**src/rtl/hdrdec_pkg.sv**
```systemverilog
package hdrdec_pkg;
  typedef enum logic [1:0] {
    FMT_NONE    = 2'd0,
    FMT_PAR     = 2'd1,
    FMT_TGT     = 2'd2,
    FMT_PARPRED = 2'd3
  } hdr_fmt_e;
endpackage

```
**src/rtl/hdrdec_field_map.sv**
```systemverilog
// Expands packed header fields into per-slot raw bits (before start gating).
module hdrdec_field_map
  import hdrdec_pkg::*;
#(
  parameter int NSLOT  = 16,
  parameter int SLOT_W = 16,
  parameter int FSEL_W = 4
) (
  input  hdr_fmt_e           fmt,
  input  logic [SLOT_W-1:0]  hdr0,
  input  logic [SLOT_W-1:0]  hdr1,
  output logic [NSLOT-1:0]   grp_raw,
  output logic [NSLOT-1:0]   tgt_raw,
  output logic [NSLOT-1:0]   pred_raw,
  output logic [FSEL_W-1:0]  fsel,
  output logic               fsense,
  output logic               lead_ok
);
  localparam int H_W      = 2 * SLOT_W;
  localparam int LAST_INS = NSLOT - 2;   // last slot usable by instructions

  logic [H_W-1:0]   hw;
  logic [NSLOT-1:0] one_bit;   // one-slot header field, slots 1..LAST_INS
  logic [NSLOT-1:0] brk_bit;   // two-slot break field with implied slot-2 bit
  logic [NSLOT-1:0] prd_bit;   // two-slot predicate field
  logic             unused_bits;

  assign hw          = {hdr0, hdr1};
  assign unused_bits = ^hw[1:0];
  assign fsel        = hw[H_W-1 -: FSEL_W];
  assign fsense      = hw[H_W-1-FSEL_W];
  assign lead_ok     = hdr0[NSLOT-3];

  for (genvar k = 0; k < NSLOT; k++) begin : g_slot
    if (k >= 1 && k <= LAST_INS) begin : g_one
      assign one_bit[k] = hdr0[LAST_INS-k];
    end else begin : g_one_off
      assign one_bit[k] = 1'b0;
    end

    if (k == 2) begin : g_first
      assign brk_bit[k] = 1'b1;
      assign prd_bit[k] = hw[H_W-SLOT_W-2];
    end else if (k >= 3 && k <= LAST_INS) begin : g_rest
      assign brk_bit[k] = hw[H_W/2-k];
      assign prd_bit[k] = hw[H_W-3-k];
    end else begin : g_two_off
      assign brk_bit[k] = 1'b0;
      assign prd_bit[k] = 1'b0;
    end
  end

  always_comb begin
    grp_raw  = '1;
    tgt_raw  = '1;
    pred_raw = '0;
    unique case (fmt)
      FMT_PAR:     grp_raw = one_bit;
      FMT_TGT:     tgt_raw = one_bit;
      FMT_PARPRED: begin
        grp_raw  = brk_bit;
        pred_raw = prd_bit;
      end
      default: ;
    endcase
  end
endmodule

```
**src/rtl/hdrdec_pred_eval.sv**
```systemverilog
// Resolves predication against the selected flag.
module hdrdec_pred_eval #(
  parameter int NSLOT  = 16,
  parameter int NFLAG  = 16,
  parameter int FSEL_W = $clog2(NFLAG)
) (
  input  logic [NFLAG-1:0]  flags,
  input  logic [FSEL_W-1:0] fsel,
  input  logic              fsense,
  input  logic [NSLOT-1:0]  pred_raw,
  input  logic [NSLOT-1:0]  start,
  output logic [NSLOT-1:0]  exec_en
);
  logic flag_bit;
  logic cond_ok;

  assign flag_bit = flags[fsel];
  assign cond_ok  = fsense ? ~flag_bit : flag_bit;
  assign exec_en  = ~(start & pred_raw & {NSLOT{~cond_ok}});
endmodule

```
**src/rtl/hdrdec_top.sv**
```systemverilog
module hdrdec_top
  import hdrdec_pkg::*;
#(
  parameter int NSLOT  = 16,
  parameter int SLOT_W = 16,
  parameter int NFLAG  = 16,
  parameter int LEN_W  = 4
) (
  input  logic              clk,
  input  logic              rst,
  input  logic [1:0]        fmt_i,
  input  logic [LEN_W-1:0]  hdr_len_i,
  input  logic [NSLOT-1:0]  start_mask_i,
  input  logic [NFLAG-1:0]  flags_i,
  input  logic [SLOT_W-1:0] hdr0_i,
  input  logic [SLOT_W-1:0] hdr1_i,
  output logic [NSLOT-1:0]  grp_o,
  output logic [NSLOT-1:0]  tgt_o,
  output logic [NSLOT-1:0]  exec_o,
  output logic              err_o
);
  localparam int FSEL_W = $clog2(NFLAG);

  hdr_fmt_e          fmt;
  logic [NSLOT-1:0]  grp_raw, tgt_raw, pred_raw, exec_en;
  logic [FSEL_W-1:0] fsel;
  logic              fsense, lead_ok;
  logic [LEN_W-1:0]  need_len;
  logic              err_d;

  assign fmt = hdr_fmt_e'(fmt_i);

  hdrdec_field_map #(.NSLOT(NSLOT), .SLOT_W(SLOT_W), .FSEL_W(FSEL_W)) map_i (
    .fmt(fmt), .hdr0(hdr0_i), .hdr1(hdr1_i),
    .grp_raw(grp_raw), .tgt_raw(tgt_raw), .pred_raw(pred_raw),
    .fsel(fsel), .fsense(fsense), .lead_ok(lead_ok)
  );

  hdrdec_pred_eval #(.NSLOT(NSLOT), .NFLAG(NFLAG), .FSEL_W(FSEL_W)) pred_i (
    .flags(flags_i), .fsel(fsel), .fsense(fsense),
    .pred_raw(pred_raw), .start(start_mask_i), .exec_en(exec_en)
  );

  always_comb begin
    unique case (fmt)
      FMT_NONE:    need_len = LEN_W'(0);
      FMT_PARPRED: need_len = LEN_W'(2);
      default:     need_len = LEN_W'(1);
    endcase
    err_d = (hdr_len_i != need_len) || (fmt == FMT_PAR && !lead_ok);
  end

  always_ff @(posedge clk) begin
    if (rst) begin
      grp_o  <= '0;
      tgt_o  <= '0;
      exec_o <= '0;
      err_o  <= 1'b0;
    end else begin
      grp_o  <= grp_raw & start_mask_i;
      tgt_o  <= tgt_raw & start_mask_i;
      exec_o <= exec_en;
      err_o  <= err_d;
    end
  end

  // no group or destination mark off an instruction start
  a_r2_marks_on_starts: assert property (@(posedge clk) disable iff (rst)
    !$past(rst) |-> (((grp_o | tgt_o) & ~$past(start_mask_i)) == '0));

  // headerless block
  a_r3_no_header: assert property (@(posedge clk) disable iff (rst)
    (!$past(rst) && $past(fmt_i) == 2'd0) |->
      (grp_o == $past(start_mask_i) && tgt_o == $past(start_mask_i) && exec_o == '1));

  // only two-slot layout may disable execution
  a_r7_exec_only_pred: assert property (@(posedge clk) disable iff (rst)
    (!$past(rst) && $past(fmt_i) != 2'd3) |-> exec_o == '1);

  // one-slot layouts need length 1
  a_r8_len_one: assert property (@(posedge clk) disable iff (rst)
    (!$past(rst) && ($past(fmt_i) == 2'd1 || $past(fmt_i) == 2'd2) &&
     $past(hdr_len_i) != LEN_W'(1)) |-> err_o);

  // grouping layout needs its leading bit
  a_r9_lead_bit: assert property (@(posedge clk) disable iff (rst)
    (!$past(rst) && $past(fmt_i) == 2'd1 && !$past(hdr0_i[NSLOT-3])) |-> err_o);
endmodule

```
**config.mk**
```make
export PLATFORM = sky130hd
export DESIGN_NAME = hdrdec_top
export DESIGN_NICKNAME = d
export VERILOG_FILES = /design/src/rtl/hdrdec_pkg.sv /design/src/rtl/hdrdec_field_map.sv /design/src/rtl/hdrdec_pred_eval.sv /design/src/rtl/hdrdec_top.sv
export SDC_FILE = /design/constraint.sdc
export NUM_CORES = 1
export LEC_CHECK = 0
export ABC_CLOCK_PERIOD_IN_PS = 2150
export BUFFER_PORTS_ARGS = -buffer_cell sky130_fd_sc_hd__buf_2
export CAP_MARGIN = 20
export CORE_ASPECT_RATIO = 1.4
export CORE_MARGIN = 10
export CORE_UTILIZATION = 40
export CTS_CLUSTER_SIZE = 8
export DETAILED_ROUTE_END_ITERATION = 10
export GPL_ROUTABILITY_DRIVEN = 0
export PLACE_DENSITY = 0.75
export RECOVER_POWER = 50
export SLEW_MARGIN = 20
export SYNTH_ARGS = -nofsm -noshare
export SYNTH_HDL_FRONTEND = slang
export SYNTH_HIERARCHICAL = 1
export SYNTH_SLANG_ARGS = --single-unit
```
**constraint.sdc**
```tcl
create_clock -name clk -period 2.15 [get_ports clk]
set_input_delay 0.215 -clock clk [delete_from_list [all_inputs] [get_ports clk]]
set_output_delay 0.215 -clock clk [all_outputs]
set_load 0.005 [all_outputs]
```
* After elaboration in Yosys (flattened, before gate mapping)
Index checks and enable logic that the tools add are counted.
** Operators by class
- Mux-type cells :: 7
- Magnitude comparators :: 1
- Eq/ne operators :: 4
- Bitwise logic cells :: 7
- Reduce and logical (&&, ||, !) cells :: 4
** Operators with widths (number)
- bitwise AND 16 bit :: 3
- one-hot mux 16 bit (2 select lines) :: 1
- bitwise AND 16 x 15 -> 16 bit :: 1
- 2-to-1 mux 16 bit :: 1
- inverter 16 bit :: 1
- 2-to-1 mux 15 bit :: 1
- < comparator 4 x 5 -> 1 bit (second input constant) :: 1
- binary-select mux 1 bit (select 4 bit) :: 1
- equality test 2 bit (second input constant) :: 2
- inequality test 4 bit :: 1
- one-hot mux 2 bit (2 select lines) :: 1
- equality test 2 x 1 -> 1 bit (second input constant) :: 1
- logical NOT 2 bit :: 1
- 2-to-1 mux 1 bit :: 2
- inverter 1 bit :: 2
- logical AND 1 bit :: 1
- logical NOT 1 bit :: 1
- logical OR 1 bit :: 1
** Word-level totals
- Output and inout port bits :: 49
- Register bits :: 49
- Word-level logic and storage cells :: 27

* Logic depth before layout (Yosys ltp)
Gate-level depths: netlist (run 1).
- Depth in word-level cells :: 7
- Gate-level depth with buffers :: 7
- Mapped depth without buffers :: 5

* Modules after synthesis
The synthesis (run 1) kept the hierarchy.
** By module, submodules not included
- hdrdec_top :: instances 1, cells each 110, area an instance 1463.9 sq um, sequential area each 980.9 sq um
- hdrdec_field_map :: instances 1, cells each 76, area an instance 504.2 sq um, sequential area each 0.0 sq um
- hdrdec_pred_eval :: instances 1, cells each 23, area an instance 256.5 sq um, sequential area each 0.0 sq um

* Least setup slack after synthesis (run 1)
OpenSTA, ideal clock, no wires.
- Kind :: input-to-reg
- Start :: input hdr0_i[14]
- End :: register exec_o[10]
- Path buffers :: 2
- Cell stages on the path :: 7
- Arrival :: 1940 ps
- Setup time :: 118 ps
- Slack :: 92 ps
- Cells stage by stage :: buf_4 -> mux4_1 -> mux4_2 -> xnor2_4 -> buf_6 -> nand3_1 -> nor2b_1
** Between the ends
- Cells in the longest elaborated chain, start to end :: 7
** RTL lines
- start: declaration :: RTL line hdrdec_top.sv:15 : input logic [SLOT_W-1:0] hdr0_i,
- binary-select mux 1 bit (select 4 bit) * :: RTL line hdrdec_pred_eval.sv:17 : assign flag_bit = flags[fsel];
- 2-to-1 mux 1 bit (not written as such) * :: RTL line hdrdec_pred_eval.sv:17
- inverter 1 bit :: RTL line hdrdec_pred_eval.sv:18 : assign cond_ok = fsense ? ~flag_bit : flag_bit;
- 2-to-1 mux 1 bit * :: RTL line hdrdec_pred_eval.sv:18
- inverter 1 bit * :: RTL line hdrdec_pred_eval.sv:19 : assign exec_en = ~(start & pred_raw & {NSLOT{~cond_ok}});
- bitwise AND 16 bit * :: RTL line hdrdec_pred_eval.sv:19
- inverter 16 bit * :: RTL line hdrdec_pred_eval.sv:19
- net exec_en[10] :: RTL line hdrdec_top.sv:25 : logic [NSLOT-1:0] grp_raw, tgt_raw, pred_raw, exec_en;
- end signal: assignment :: RTL line hdrdec_top.sv:62 : exec_o <= exec_en;
- end: declaration :: RTL line hdrdec_top.sv:19 : output logic [NSLOT-1:0] exec_o,
The timed path passes the listed nets; every way through them passes the cells marked *. The select of a mux whose other input is x is not followed.
A chain may end at the register's enable or synchronous reset.

* Worst setup path after layout (run 1)
- Start :: input hdr0_i[14]
- End :: register exec_o[8]
Same word-level chain as after synthesis.

==> results.txt, run 1 <==
The run finished, with violations left. The final reports fail on capacitance limit, slew limit. In this run the tool buffered the top-level ports with 118 buffer cells.

Leaving out fill and tap cells, the most frequent cells in the layout are sky130_fd_sc_hd__buf_2, sky130_fd_sc_hd__dfxtp_1, sky130_fd_sc_hd__clkbuf_1, sky130_fd_sc_hd__and3b_1, sky130_fd_sc_hd__nor2b_1. The layout overhead on the synthesized area is 28.1%. The synthesized netlist contains 26 unique library cells. After detailed routing, the number of vias per cell comes to 4.71. Summed over all nets, the half-perimeter wirelength after detailed placement is 4840 µm. The detail route stage leaves a number of antenna-violating nets equal to 0. The chip width came out at 83.0 µm. The worst setup path is launched from an input pin. The maximum number of pins on one net before global-route repair came out at 50.

The first-pass GRT wire length came out at 9790 µm. The fraction of final layout cells sized beyond drive strength 1 came out at 32.2%. The floorplan core area came out at 5450 µm². The total power divided by cell area came out at 695 nW/µm².

The number of core rows is 32. The library cell used most frequently in the layout, excluding fill and tap cells, is sky130_fd_sc_hd__buf_2. The synthesized area divided by synthesized cell count is 10.6 µm².

The data required time at the worst endpoint is 2.27 ns. The slew at the pin closest to its max-slew limit came out at 1.74 ns. The number of global-route vias before repair is 2000. The overall power came out at 1.98 mW. The tightest min-delay check is of the input pin to flop type.

The total negative slack is 0 ns. At the end of the flow the core is filled with cells to 52.3%. The initial detailed-routing violation count is 58.

The H-tree was split into 2 levels. The maximum achievable frequency came out at 0.543 GHz. The highest net fanout along the worst path came out at 5.

In this run the most used layer during global routing was met2. TritonCTS built the clock tree. The height of the die came out at 108 µm. The startpoint-to-endpoint class of the critical path is input pin to flop. The repair_antennas step left the layout with diodes totalling 0. Among cell families on the critical path, the largest total delay comes from multiplexers. After synthesis, the cell types taking the most area are sky130_fd_sc_hd__dfxtp_1, sky130_fd_sc_hd__and3b_1, sky130_fd_sc_hd__mux2i_1, sky130_fd_sc_hd__mux4_1, sky130_fd_sc_hd__nor2b_1.

Pin placement for this block handled 121 I/O pins. The netlist area before placement came out at 2220 µm². The data arrival time of the critical path is 1.96 ns. The delay of the slowest cell on the worst path is 0.54 ns.

The max-slew violation count came out at 50. The count of final hold-check violations is 0. The area fraction of the dominant cell type after synthesis came out at 44.1%. Summing the sequential cell areas from Yosys gives 44.1% of the chip area. The number of clock sinks seen by CTS came out at 49. For met2 alone, demand over resource in global routing was 23.9%. The slowest stage of the critical path is the sky130_fd_sc_hd__mux4_1 cell. Setup repair after global routing left no endpoint under its margin. Setup violations remaining at the end of the flow were counted as 0. The yosys synthesis warning count is 6. The initial antenna violation count is 0. The clock period minus worst slack came out at 1.84 ns.

Clock tree synthesis selected as its root buffer the cell sky130_fd_sc_hd__clkbuf_8. The net count reported at finish is 393. Dividing the final minimum period by the clock period gives 85.6%.

The post-synthesis instance total is 209. After clock tree synthesis, the clock-pin slew on the worst setup and hold paths is 0.09 ns. The total of flip-flops plus latches after synthesis came out at 49. The peak supply drop came out at 0.000273 V. The count of vias placed by the detailed router came out at 1829. After detailed routing, the number of remaining DRC violations is 0. The worst hold slack across all endpoints is 0.182 ns. The hold buffer count at cts came out at 0. Dividing the detail-routed wire length by the instance count gives 15.9 µm.

The reported max-cap violation count came out at 1. The critical path buffer and inverter count is 2. Global routing used 13.5% of the available met1 tracks. For this run the aggregate overflow at the end of global routing stands at 0. Measured against its own limit, the worst slew margin works out to -15.7%. The critical path goes through buf_2, mux4_1, mux4_2, xnor2_4, buf_4, nand3_1, nor2b_1. The capturing element type of the critical path is a flop.

The number of iterations in the first detailed-routing pass came out at 4. The number of buffers created by CTS is 5. For this block, the routed nets add up to 6150 µm of wire. Once the floorplan was initialized, standard cells occupied 40.9% of the core.

The post-CTS setup repair buffer count came out at 0. The fraction of met3 tracks used by global routing came out at 4.82%. Global routing used 13.1% of the available tracks across all layers. Of all cell types, the one taking the most synthesized area is sky130_fd_sc_hd__dfxtp_1. The maximum clock path buffer count came out at 2. The reported leakage power came out at 1.45 nW.

Post-CTS repair changed the size of 0 cells. The die footprint is 8990 µm².
==> worst paths after layout <==
kind / slack, ns / endpoint / cells after the start / startpoint
setup / recovery: 0.31 / exec_o[8] / 7 / hdr0_i[14]
hold / removal: 0.18 / grp_o[15] / 2 / start_mask_i[15]
==> cell families after synthesis <==
family	share of synthesized area [%]
AOI/OAI and AO/OA	0.619
DFF	44.1
adders and majority gates	1.12
buffers and inverters	8.83
other	0.169
muxes	11.1
xor gates and xnor gates	2.03
and+or+nand+nor	32.0
==> synthesized netlist by cell type <==
cell and number:
sky130_fd_sc_hd__nand3_2 2, sky130_fd_sc_hd__buf_6 5, sky130_fd_sc_hd__nand2b_1 14, sky130_fd_sc_hd__nor2_1 1, sky130_fd_sc_hd__inv_1 4, sky130_fd_sc_hd__conb_1 1, sky130_fd_sc_hd__ha_1 2, sky130_fd_sc_hd__clkbuf_1 2
sky130_fd_sc_hd__buf_4 13, sky130_fd_sc_hd__nand3_1 14, sky130_fd_sc_hd__and3_1 13, sky130_fd_sc_hd__nor2b_4 1, sky130_fd_sc_hd__xnor2_1 1, sky130_fd_sc_hd__mux4_1 4, sky130_fd_sc_hd__mux2i_1 12, sky130_fd_sc_hd__xor2_1 1
sky130_fd_sc_hd__nor2b_1 16, sky130_fd_sc_hd__xnor2_4 1, sky130_fd_sc_hd__nand2_1 13, sky130_fd_sc_hd__mux4_2 1, sky130_fd_sc_hd__a41oi_1 1, sky130_fd_sc_hd__dfxtp_1 49, sky130_fd_sc_hd__o21ai_0 1, sky130_fd_sc_hd__buf_2 4
sky130_fd_sc_hd__or3_1 1, sky130_fd_sc_hd__and3b_1 32
==> sequential cells by signal (all words and copies together) (netlist names) <==
register	flops
err_o	1
exec_o	16
grp_o	16
tgt_o	16
==> routing by layer <==
layer | up-vias | wire, µm
li1 | 916 | -
met1 | 833 | 2440
met2 | 74 | 3170
met3 | 6 | 450
met4 | 0 | 83
met5 | - | 0
==> final cells by class <==
| cell class | count | area, µm² |
|---|---|---|
| Timing Repair Buffer | 125 | 599 |
| Inverter | 4 | 15.0 |
| Sequential cell | 49 | 981 |
| Tap cell | 68 | 85.1 |
| Multi-Input combinational cell | 134 | 1050 |
| Fill cell | 553 | 2590 |
| Clock buffer | 5 | 68.8 |
| Clock inverter | 3 | 46.3 |
==> where the power goes <==
part	internal, mW	leakage, nW	switching [mW]
combinational	0.181	0.985	0.163
clock	0.348	0.0543	0.312
sequential	0.962	0.409	0.0140
==> metrics by stage <==
step                setup WS, ns  cells  instance area [µm²]
global route               0.220    388                 2850
detailed placement        0.0162    380                 2780
CTS                        0.343    388                 2890
global placement          0.0341    380                 2780
finish                     0.310    388                 2850
floorplan                 0.0924    211                 2230
(Power assumes the default switching activity.)
==> run 2: changes to the inputs <==
--- a/config.mk
+++ b/config.mk
@@ -8,13 +8,15 @@
 export ABC_CLOCK_PERIOD_IN_PS = 2150
 export BUFFER_PORTS_ARGS = -buffer_cell sky130_fd_sc_hd__buf_2
 export CAP_MARGIN = 20
+export CELL_PAD_IN_SITES_DETAIL_PLACEMENT = 0
+export CELL_PAD_IN_SITES_GLOBAL_PLACEMENT = 1
 export CORE_ASPECT_RATIO = 1.4
 export CORE_MARGIN = 10
-export CORE_UTILIZATION = 40
+export CORE_UTILIZATION = 29
 export CTS_CLUSTER_SIZE = 8
 export DETAILED_ROUTE_END_ITERATION = 10
 export GPL_ROUTABILITY_DRIVEN = 0
-export PLACE_DENSITY = 0.75
+export PLACE_DENSITY = 0.74
 export RECOVER_POWER = 50
 export SLEW_MARGIN = 20
 export SYNTH_ARGS = -nofsm -noshare
==> results.txt, run 2 (synthesis results as in run 1) <==
The level count of the clock H-tree came out at 2 (unchanged). The total power divided by cell area came to 688 nW/µm² (-0.95%). The initial detailed-routing violation count came out at 69 (+19%).

The flow ran to the end, but the final reports show violations. The hold buffer count at cts is 0 (unchanged). Broken down by cell family, the worst path's largest delay share belongs to multiplexers. The worst setup path is captured at a flop. Setup repair after global routing left no endpoint under its margin. The register share of total power came out at 49.0% (-0.3 points). The tree is rooted in a sky130_fd_sc_hd__clkbuf_8.

STA classifies the critical path startpoint as an input pin. The reported max-cap violation count came out at 1 (unchanged). The slew at the pin closest to its max-slew limit is 1.78 ns (+0.0489 ns). The non-filler instance count after layout is 419 (+8.0%). The overall track demand over capacity in global routing is 10.5% (-2.6 points). The die footprint is 11600 µm² (+29%). The overall power is 1.99 mW (+0.52%).

The chip width came out at 94.0 µm (+13%). The worst-case headroom to the max-slew limit came out at -19.0% (-3.3 points). The placed standard-cell area came out at 2820 µm² (+1.3%).

In the layout the commonest cells are sky130_fd_sc_hd__buf_2, sky130_fd_sc_hd__dfxtp_1, sky130_fd_sc_hd__clkbuf_1, sky130_fd_sc_hd__and3b_1, sky130_fd_sc_hd__nor2b_1. The worst hold path belongs to the class input pin to flop. The data required time at the worst endpoint is 2.26 ns (about the same). The final routed wire length divided by cell count is 15.3 µm (-3.8%).

The number of iterations in the first detailed-routing pass was 4 (unchanged). The worst setup path is of the input pin to flop kind. The net count reported at finish came out at 393 (unchanged).

The maximum clock path buffer count is 2 (unchanged). The clock period minus worst slack was 1.87 ns (+0.0259 ns). The data arrival time of the critical path came to 1.98 ns (+0.02 ns). The number of buffers inserted by port buffering came out at 118 (unchanged). The sum of net half-perimeters after detailed placement came out at 4970 µm (+2.8%). The count of final hold-check violations came out at 0 (unchanged). The reported leakage power came to 1.45 nW (+0.35%). The I/O pin count is 121 (unchanged).

The height of the die came out at 124 µm (+14%). The number of core rows came out at 37 (+16%). The CTS clock-pin slew for the worst setup and hold paths is 0.09 ns (about the same). The fraction of final layout cells sized beyond drive strength 1 was 31.9% (-0.31 points).

The clock share of power came out at 33.9% (+0.6 points). The cell with the biggest individual delay on the critical path is sky130_fd_sc_hd__mux4_1. The proportion of total power due to net switching came out at 23.7% (-0.99 points). The count of nets left with antenna violations after detail routing was 0 (unchanged). The max-slew violation count came out at 50 (unchanged). The starting utilization of the core area came to 30.0% (-11 points).

The highest net fanout along the worst path came out at 5 (unchanged). The delay of the slowest cell on the worst path came out at 0.57 ns (+0.03 ns). The first-pass GRT wire length was 9660 µm (-1.3%).

The core occupancy in the finished layout came out at 39.1% (-13 points). The post-CTS setup repair buffer count is 0 (unchanged). The sum of routed wire length over all layers was 6390 µm (+3.9%). TritonCTS built the clock tree.

The maximum achievable frequency came out at 0.536 GHz (-1.4%). The total negative slack is 0 ns (unchanged). The critical path buffer and inverter count is 2 (unchanged). The net switching power of the design came out at 0.472 mW (-3.5%). The checks that failed: capacitance limit, slew limit.

The cell total after placement is 409 (+7.6%). The post-route DRC violation count is 0 (unchanged). The post-route clock period utilization is 86.8% (+1.2 points). The number of clock sinks seen by CTS came to 49 (unchanged). The largest registers in the layout are exec_o (16), grp_o (16), tgt_o (16). The number of failing setup endpoints in the final timing report came out at 0 (unchanged).

The number of fill cells in the layout came out at 805 (+46%). Traced cell by cell, the critical path runs through buf_2, mux4_1, mux4_2, xnor2_4, buf_4, nand3_2, nor2b_1. The combinational cell fraction of total power came out at 17.2% (-0.2 points). The final global-route overflow total came out at 0 (unchanged). The number of global-route vias before repair was 1923 (-3.9%). The floorplan core area is 7410 µm² (+36%). The layout overhead on the synthesized area came out at 30.0%. The cell-internal power came out at 1.52 mW (+1.8%). The average via count per standard cell is 4.35 (-7.8%).

The maximum number of pins on one net before global-route repair is 50 (unchanged). The post-cts resize count came to 0 (unchanged). The count of vias placed by the detailed router is 1821 (-0.44%). The library cell used most frequently in the layout, excluding fill and tap cells, is sky130_fd_sc_hd__buf_2. The final design area excluding fillers came to 2890 µm² (+1.5%). The initial antenna violation count came to 3 (+3).

The number of buffers created by CTS is 5 (unchanged). The peak supply drop came out at 0.000264 V (-3.5%).
## run 2: cell types whose count changed in the layout (fill, tap and decap cells not counted), sizes merged
cell / delta
clkbuf: +2
diode: +2
clkinv: -1
clkinvlp: -1
## run 2: layer usage
| layer | track usage (%) | vias to the layer above | wire (µm) |
|---|---|---|---|
| li1 | - | 920 | - |
| met2 | 18.0 | 73 | 3140 |
| met4 | 3.71 | 2 | 75 |
| met3 | 5.30 | 6 | 740 |
| met1 | 10.8 | 820 | 2420 |
| met5 | 0 | - | 13 |
## run 2: area by class of cell
cell class              count  area (µm²)  area share, %
clock inverters             1        30.0           1.04
well taps                  97         121           4.20
inverters                   4        15.0          0.519
repair buffers            125         599           20.7
flip-flops and latches     49         981           33.9
multi-input cells         134        1050           36.5
clock buffers               7        86.3           2.98
diodes                      2        5.00          0.173
## run 2: stage by stage
| stage | worst slack [ns] | hold WS [ns] |
|---|---|---|
| detailed placement | -0.0202 | 0.490 |
| CTS | 0.302 | 0.173 |
| finish | 0.284 | 0.187 |
| global placement | 0.00872 | 0.489 |
| global route | 0.174 | 0.171 |
| floorplan | 0.0924 | 0.371 |
## run 2: path summary, 6_finish.rpt
check	slack, ns	end	cells past startpoint	startpoint
min	0.19	tgt_o[15]	2	start_mask_i[15]
max	0.28	exec_o[13]	7	hdr0_i[15]
## run 2: power groups by stage
stage,registers [mW],clock network [mW],logic (mW)
after floorplan,1.00,0,0.188
after global placement,0.994,0,0.356
after detailed placement,0.995,0,0.358
after CTS,0.974,0.705,0.358
after global routing,0.981,0.742,0.380
final,0.975,0.675,0.341
==> run 3: changes to the inputs <==
--- a/config.mk
+++ b/config.mk
@@ -5,6 +5,7 @@
 export SDC_FILE = /design/constraint.sdc
 export NUM_CORES = 1
 export LEC_CHECK = 0
+export ABC_AREA = 1
 export ABC_CLOCK_PERIOD_IN_PS = 2150
 export BUFFER_PORTS_ARGS = -buffer_cell sky130_fd_sc_hd__buf_2
 export CAP_MARGIN = 20
@@ -12,7 +13,7 @@
 export CELL_PAD_IN_SITES_GLOBAL_PLACEMENT = 1
 export CORE_ASPECT_RATIO = 1.4
 export CORE_MARGIN = 10
-export CORE_UTILIZATION = 29
+export CORE_UTILIZATION = 28
 export CTS_CLUSTER_SIZE = 8
 export DETAILED_ROUTE_END_ITERATION = 10
 export GPL_ROUTABILITY_DRIVEN = 0
==> results.txt, run 3 <==
The run finished with clean final reports. The layout overhead on the synthesized area is 25.1%. The post-CTS setup repair buffer count is 0 (unchanged).

In this run the clock root is driven by a sky130_fd_sc_hd__clkbuf_16. The final routed wire length divided by cell count came out at 13.4 µm (-12%). The highest net fanout along the worst path came out at 33 (+28). The count of flip-flops with a built-in enable after synthesis came to 0 (unchanged).

The worst-case headroom to the max-slew limit came out at 4.18% (+23 points). The height of the die is 133 µm (+7.8%). The CTS clock-pin slew for the worst setup and hold paths came out at 0.07 ns (-0.02 ns). The count of nets left with antenna violations after detail routing came out at 0 (unchanged). The count of final hold-check violations came out at 0 (unchanged). The average via count per standard cell is 4.19 (-3.5%).

The clock period minus worst slack is 1.48 ns (-0.388 ns). By count the netlist is led by sky130_fd_sc_hd__nand2_1, sky130_fd_sc_hd__inv_1, sky130_fd_sc_hd__nor2_1. The yosys synthesis warning count came out at 6 (unchanged). The final design area excluding fillers came out at 3210 µm² (+11%).

The largest registers in the layout are exec_o (16), grp_o (16), tgt_o (16). The first-pass GRT wire length is 12400 µm (+28%). Summed over all instances, the cell type with the most area after synthesis is sky130_fd_sc_hd__dfxtp_1. The starting utilization of the core area is 28.6% (-1.5 points). The total of flip-flops plus latches after synthesis came out at 49 (unchanged). The critical path is of the input pin to flop type. The max-slew violation count is 0 (-100%). The number of buffers inserted by port buffering is 118 (unchanged). By area the synthesized netlist is led by sky130_fd_sc_hd__dfxtp_1, sky130_fd_sc_hd__nand2_1, sky130_fd_sc_hd__inv_1, sky130_fd_sc_hd__nand3_1, sky130_fd_sc_hd__nor2_1. The post-synthesis instance total came out at 373 (+78%). The final global-route overflow total came out at 0 (unchanged). The count of distinct cell types in the synthesized netlist came out at 21 (-19%). The initial detailed-routing violation count came out at 61 (-12%).

The leading cell type by number of instances after synthesis is sky130_fd_sc_hd__nand2_1. The fraction of final layout cells sized beyond drive strength 1 is 27.2% (-4.7 points). The cell-internal power is 1.54 mW (+1.4%). The floorplan core area is 8980 µm² (+21%). The top cell types in the final layout, fill and taps aside, are sky130_fd_sc_hd__buf_2, sky130_fd_sc_hd__nand2_1, sky130_fd_sc_hd__inv_1, sky130_fd_sc_hd__nor2_1, sky130_fd_sc_hd__nand3_1.

The combinational cell fraction of total power is 17.4% (+0.2 points). The delay of the slowest cell on the worst path is 1.02 ns (+0.45 ns). The count of vias placed by the detailed router came out at 2454 (+35%). The initial antenna violation count is 1 (-2). The sum of net half-perimeters after detailed placement came out at 6050 µm (+22%).

The maximum clock path buffer count is 2 (unchanged). The register share of total power is 45.8% (-3.2 points). The net count reported at finish came out at 551 (+40%).

The sum of routed wire length over all layers is 7820 µm (+22%). The number of global-route vias before repair is 2463 (+28%). The hold buffer count at cts is 0 (unchanged). The core occupancy in the finished layout came out at 35.7% (-3.3 points). The number of buffers created by CTS is 5 (unchanged). The number of failing setup endpoints in the final timing report is 0 (unchanged). TritonCTS built the clock tree.

The post-synthesis sequential area ratio is 38.2% (-5.9 points). Walking the worst path, the cells encountered are clkbuf_1, buf_4, nor2_1. Setup repair after global routing left no endpoint under its margin.

The reported leakage power is 1.91 nW (+31%). Among all flip-flop cells after synthesis, the most frequent one is sky130_fd_sc_hd__dfxtp_1. The post-route DRC violation count was 0 (unchanged). The number of fill cells in the layout came out at 1030 (+28%).

The total negative slack is 0 ns (unchanged). The tightest min-delay check is of the input pin to flop type. The synthesized area divided by synthesized cell count was 6.88 µm² (-35%). The critical path launch point type is an input pin. The area fraction of the dominant cell type after synthesis is 38.2% (-5.9 points).

The I/O pin count came out at 121 (unchanged). The data arrival time of the critical path is 1.66 ns (-0.32 ns). The total power divided by cell area came out at 662 nW/µm² (-3.8%). The maximum achievable frequency is 0.676 GHz (+26%). The reported max-cap violation count is 0 (-1).

The chip width is 101 µm (+7.3%). The data required time at the worst endpoint is 2.33 ns (+0.07 ns). The number of core rows came out at 41 (+11%). The slew at the pin closest to its max-slew limit came to 1.44 ns (-0.348 ns).

The clock share of power is 36.9% (+3.0 points). The proportion of total power due to net switching is 27.5% (+3.8 points). The level count of the clock H-tree came out at 2 (unchanged).

The maximum number of pins on one net before global-route repair is 40 (-20%). The net switching power of the design is 0.584 mW (+24%). The number of clock sinks seen by CTS came out at 49 (unchanged). The most common library cell in the layout ignoring fill and taps is sky130_fd_sc_hd__buf_2. The overall track demand over capacity in global routing came to 11.4% (+0.91 points). The netlist area before placement is 2560 µm² (+15%). The proportion of synthesized flip-flops having asynchronous set or reset came out at 0% (unchanged). STA classifies the critical path endpoint as a flop.

The overall power is 2.12 mW (+6.7%). The post-cts resize count is 0 (unchanged). The count of inserted antenna diode cells came out at 0 (-2). The peak supply drop is 0.000283 V (+7.1%). The die footprint was 13400 µm² (+16%). The placed standard-cell area is 3100 µm² (+10%). The post-route clock period utilization came to 68.8% (-18 points). The number of iterations in the first detailed-routing pass is 4 (unchanged). The largest individual stage delay along the critical path comes from the cell sky130_fd_sc_hd__clkbuf_1.
run 3: changes by cell type after synthesis, moves of 13 or more:
cell / change
sky130_fd_sc_hd__nand2_1: +69
sky130_fd_sc_hd__inv_1: +64
sky130_fd_sc_hd__nor2_1: +62
sky130_fd_sc_hd__nand3_1: +36
sky130_fd_sc_hd__and3b_1: -32
sky130_fd_sc_hd__nor2b_1: -16
sky130_fd_sc_hd__nand2b_1: -14
sky130_fd_sc_hd__and3_1: -13
run 3: through the flow:
| stage | hold slack [ns] | instances | setup WS, ns |
|---|---|---|---|
| floorplan | 0.329 | 375 | 0.808 |
| global placement | 0.461 | 577 | 0.601 |
| detailed placement | 0.463 | 577 | 0.560 |
| CTS | 0.145 | 585 | 0.869 |
| global route | 0.151 | 585 | 0.421 |
| finish | 0.152 | 585 | 0.671 |
run 3: worst paths after layout:
check                            start         to  slack (ns)  cells past startpoint
worst max-delay path               rst  tgt_o[14]        0.67                      3
worst min-delay path  start_mask_i[10]  tgt_o[10]        0.15                      3
run 3: layout make-up:
| type | count | area (µm²) | area share [%] |
|---|---|---|---|
| multi-input cells | 228 | 1090 | 33.8 |
| clock inverters | 3 | 22.5 | 0.702 |
| repair buffers | 122 | 587 | 18.3 |
| flip-flops and latches | 49 | 981 | 30.6 |
| clock buffers | 5 | 125 | 3.90 |
| inverters | 71 | 274 | 8.54 |
| well taps | 107 | 134 | 4.17 |
run 3: worst max-delay path, delay by kind of cell:
| family | cells | cell delay [ns] |
|---|---|---|
| simple gates | 1 | 0.06 |
| buf+inv | 2 | 1.37 |
run 3: power groups by stage:
| stage | Sequential [mW] | Combinational [mW] | Clock, mW |
|---|---|---|---|
| global route | 0.976 | 0.422 | 0.851 |
| CTS | 0.971 | 0.386 | 0.822 |
| detailed placement | 0.992 | 0.384 | 0 |
| finish | 0.972 | 0.369 | 0.783 |
| floorplan | 1.00 | 0.229 | 0 |
| global placement | 0.991 | 0.380 | 0 |
run 3: kinds of logic (layout without fill, tap and decap cells):
family | Yosys count | count (layout) | share of synthesized area, %
other cells | 1 | 3 | 0.146
buf+inv | 98 | 201 | 19.7
fa+ha+maj | 2 | 2 | 0.975
xor+xnor | 1 | 1 | 0.342
simple gates | 220 | 220 | 40.2
flops | 49 | 49 | 38.2
compound gates | 2 | 2 | 0.390
run 3: metal layers:
layer	vias up	wire, µm	part of all wire [%]	global-route usage, %
met5	-	13	0.17	0
met4	2	121	1.5	4.27
met3	10	673	8.6	4.50
met2	70	4010	51	20.6
met1	1072	2990	38	11.3
li1	1300	-	-	-
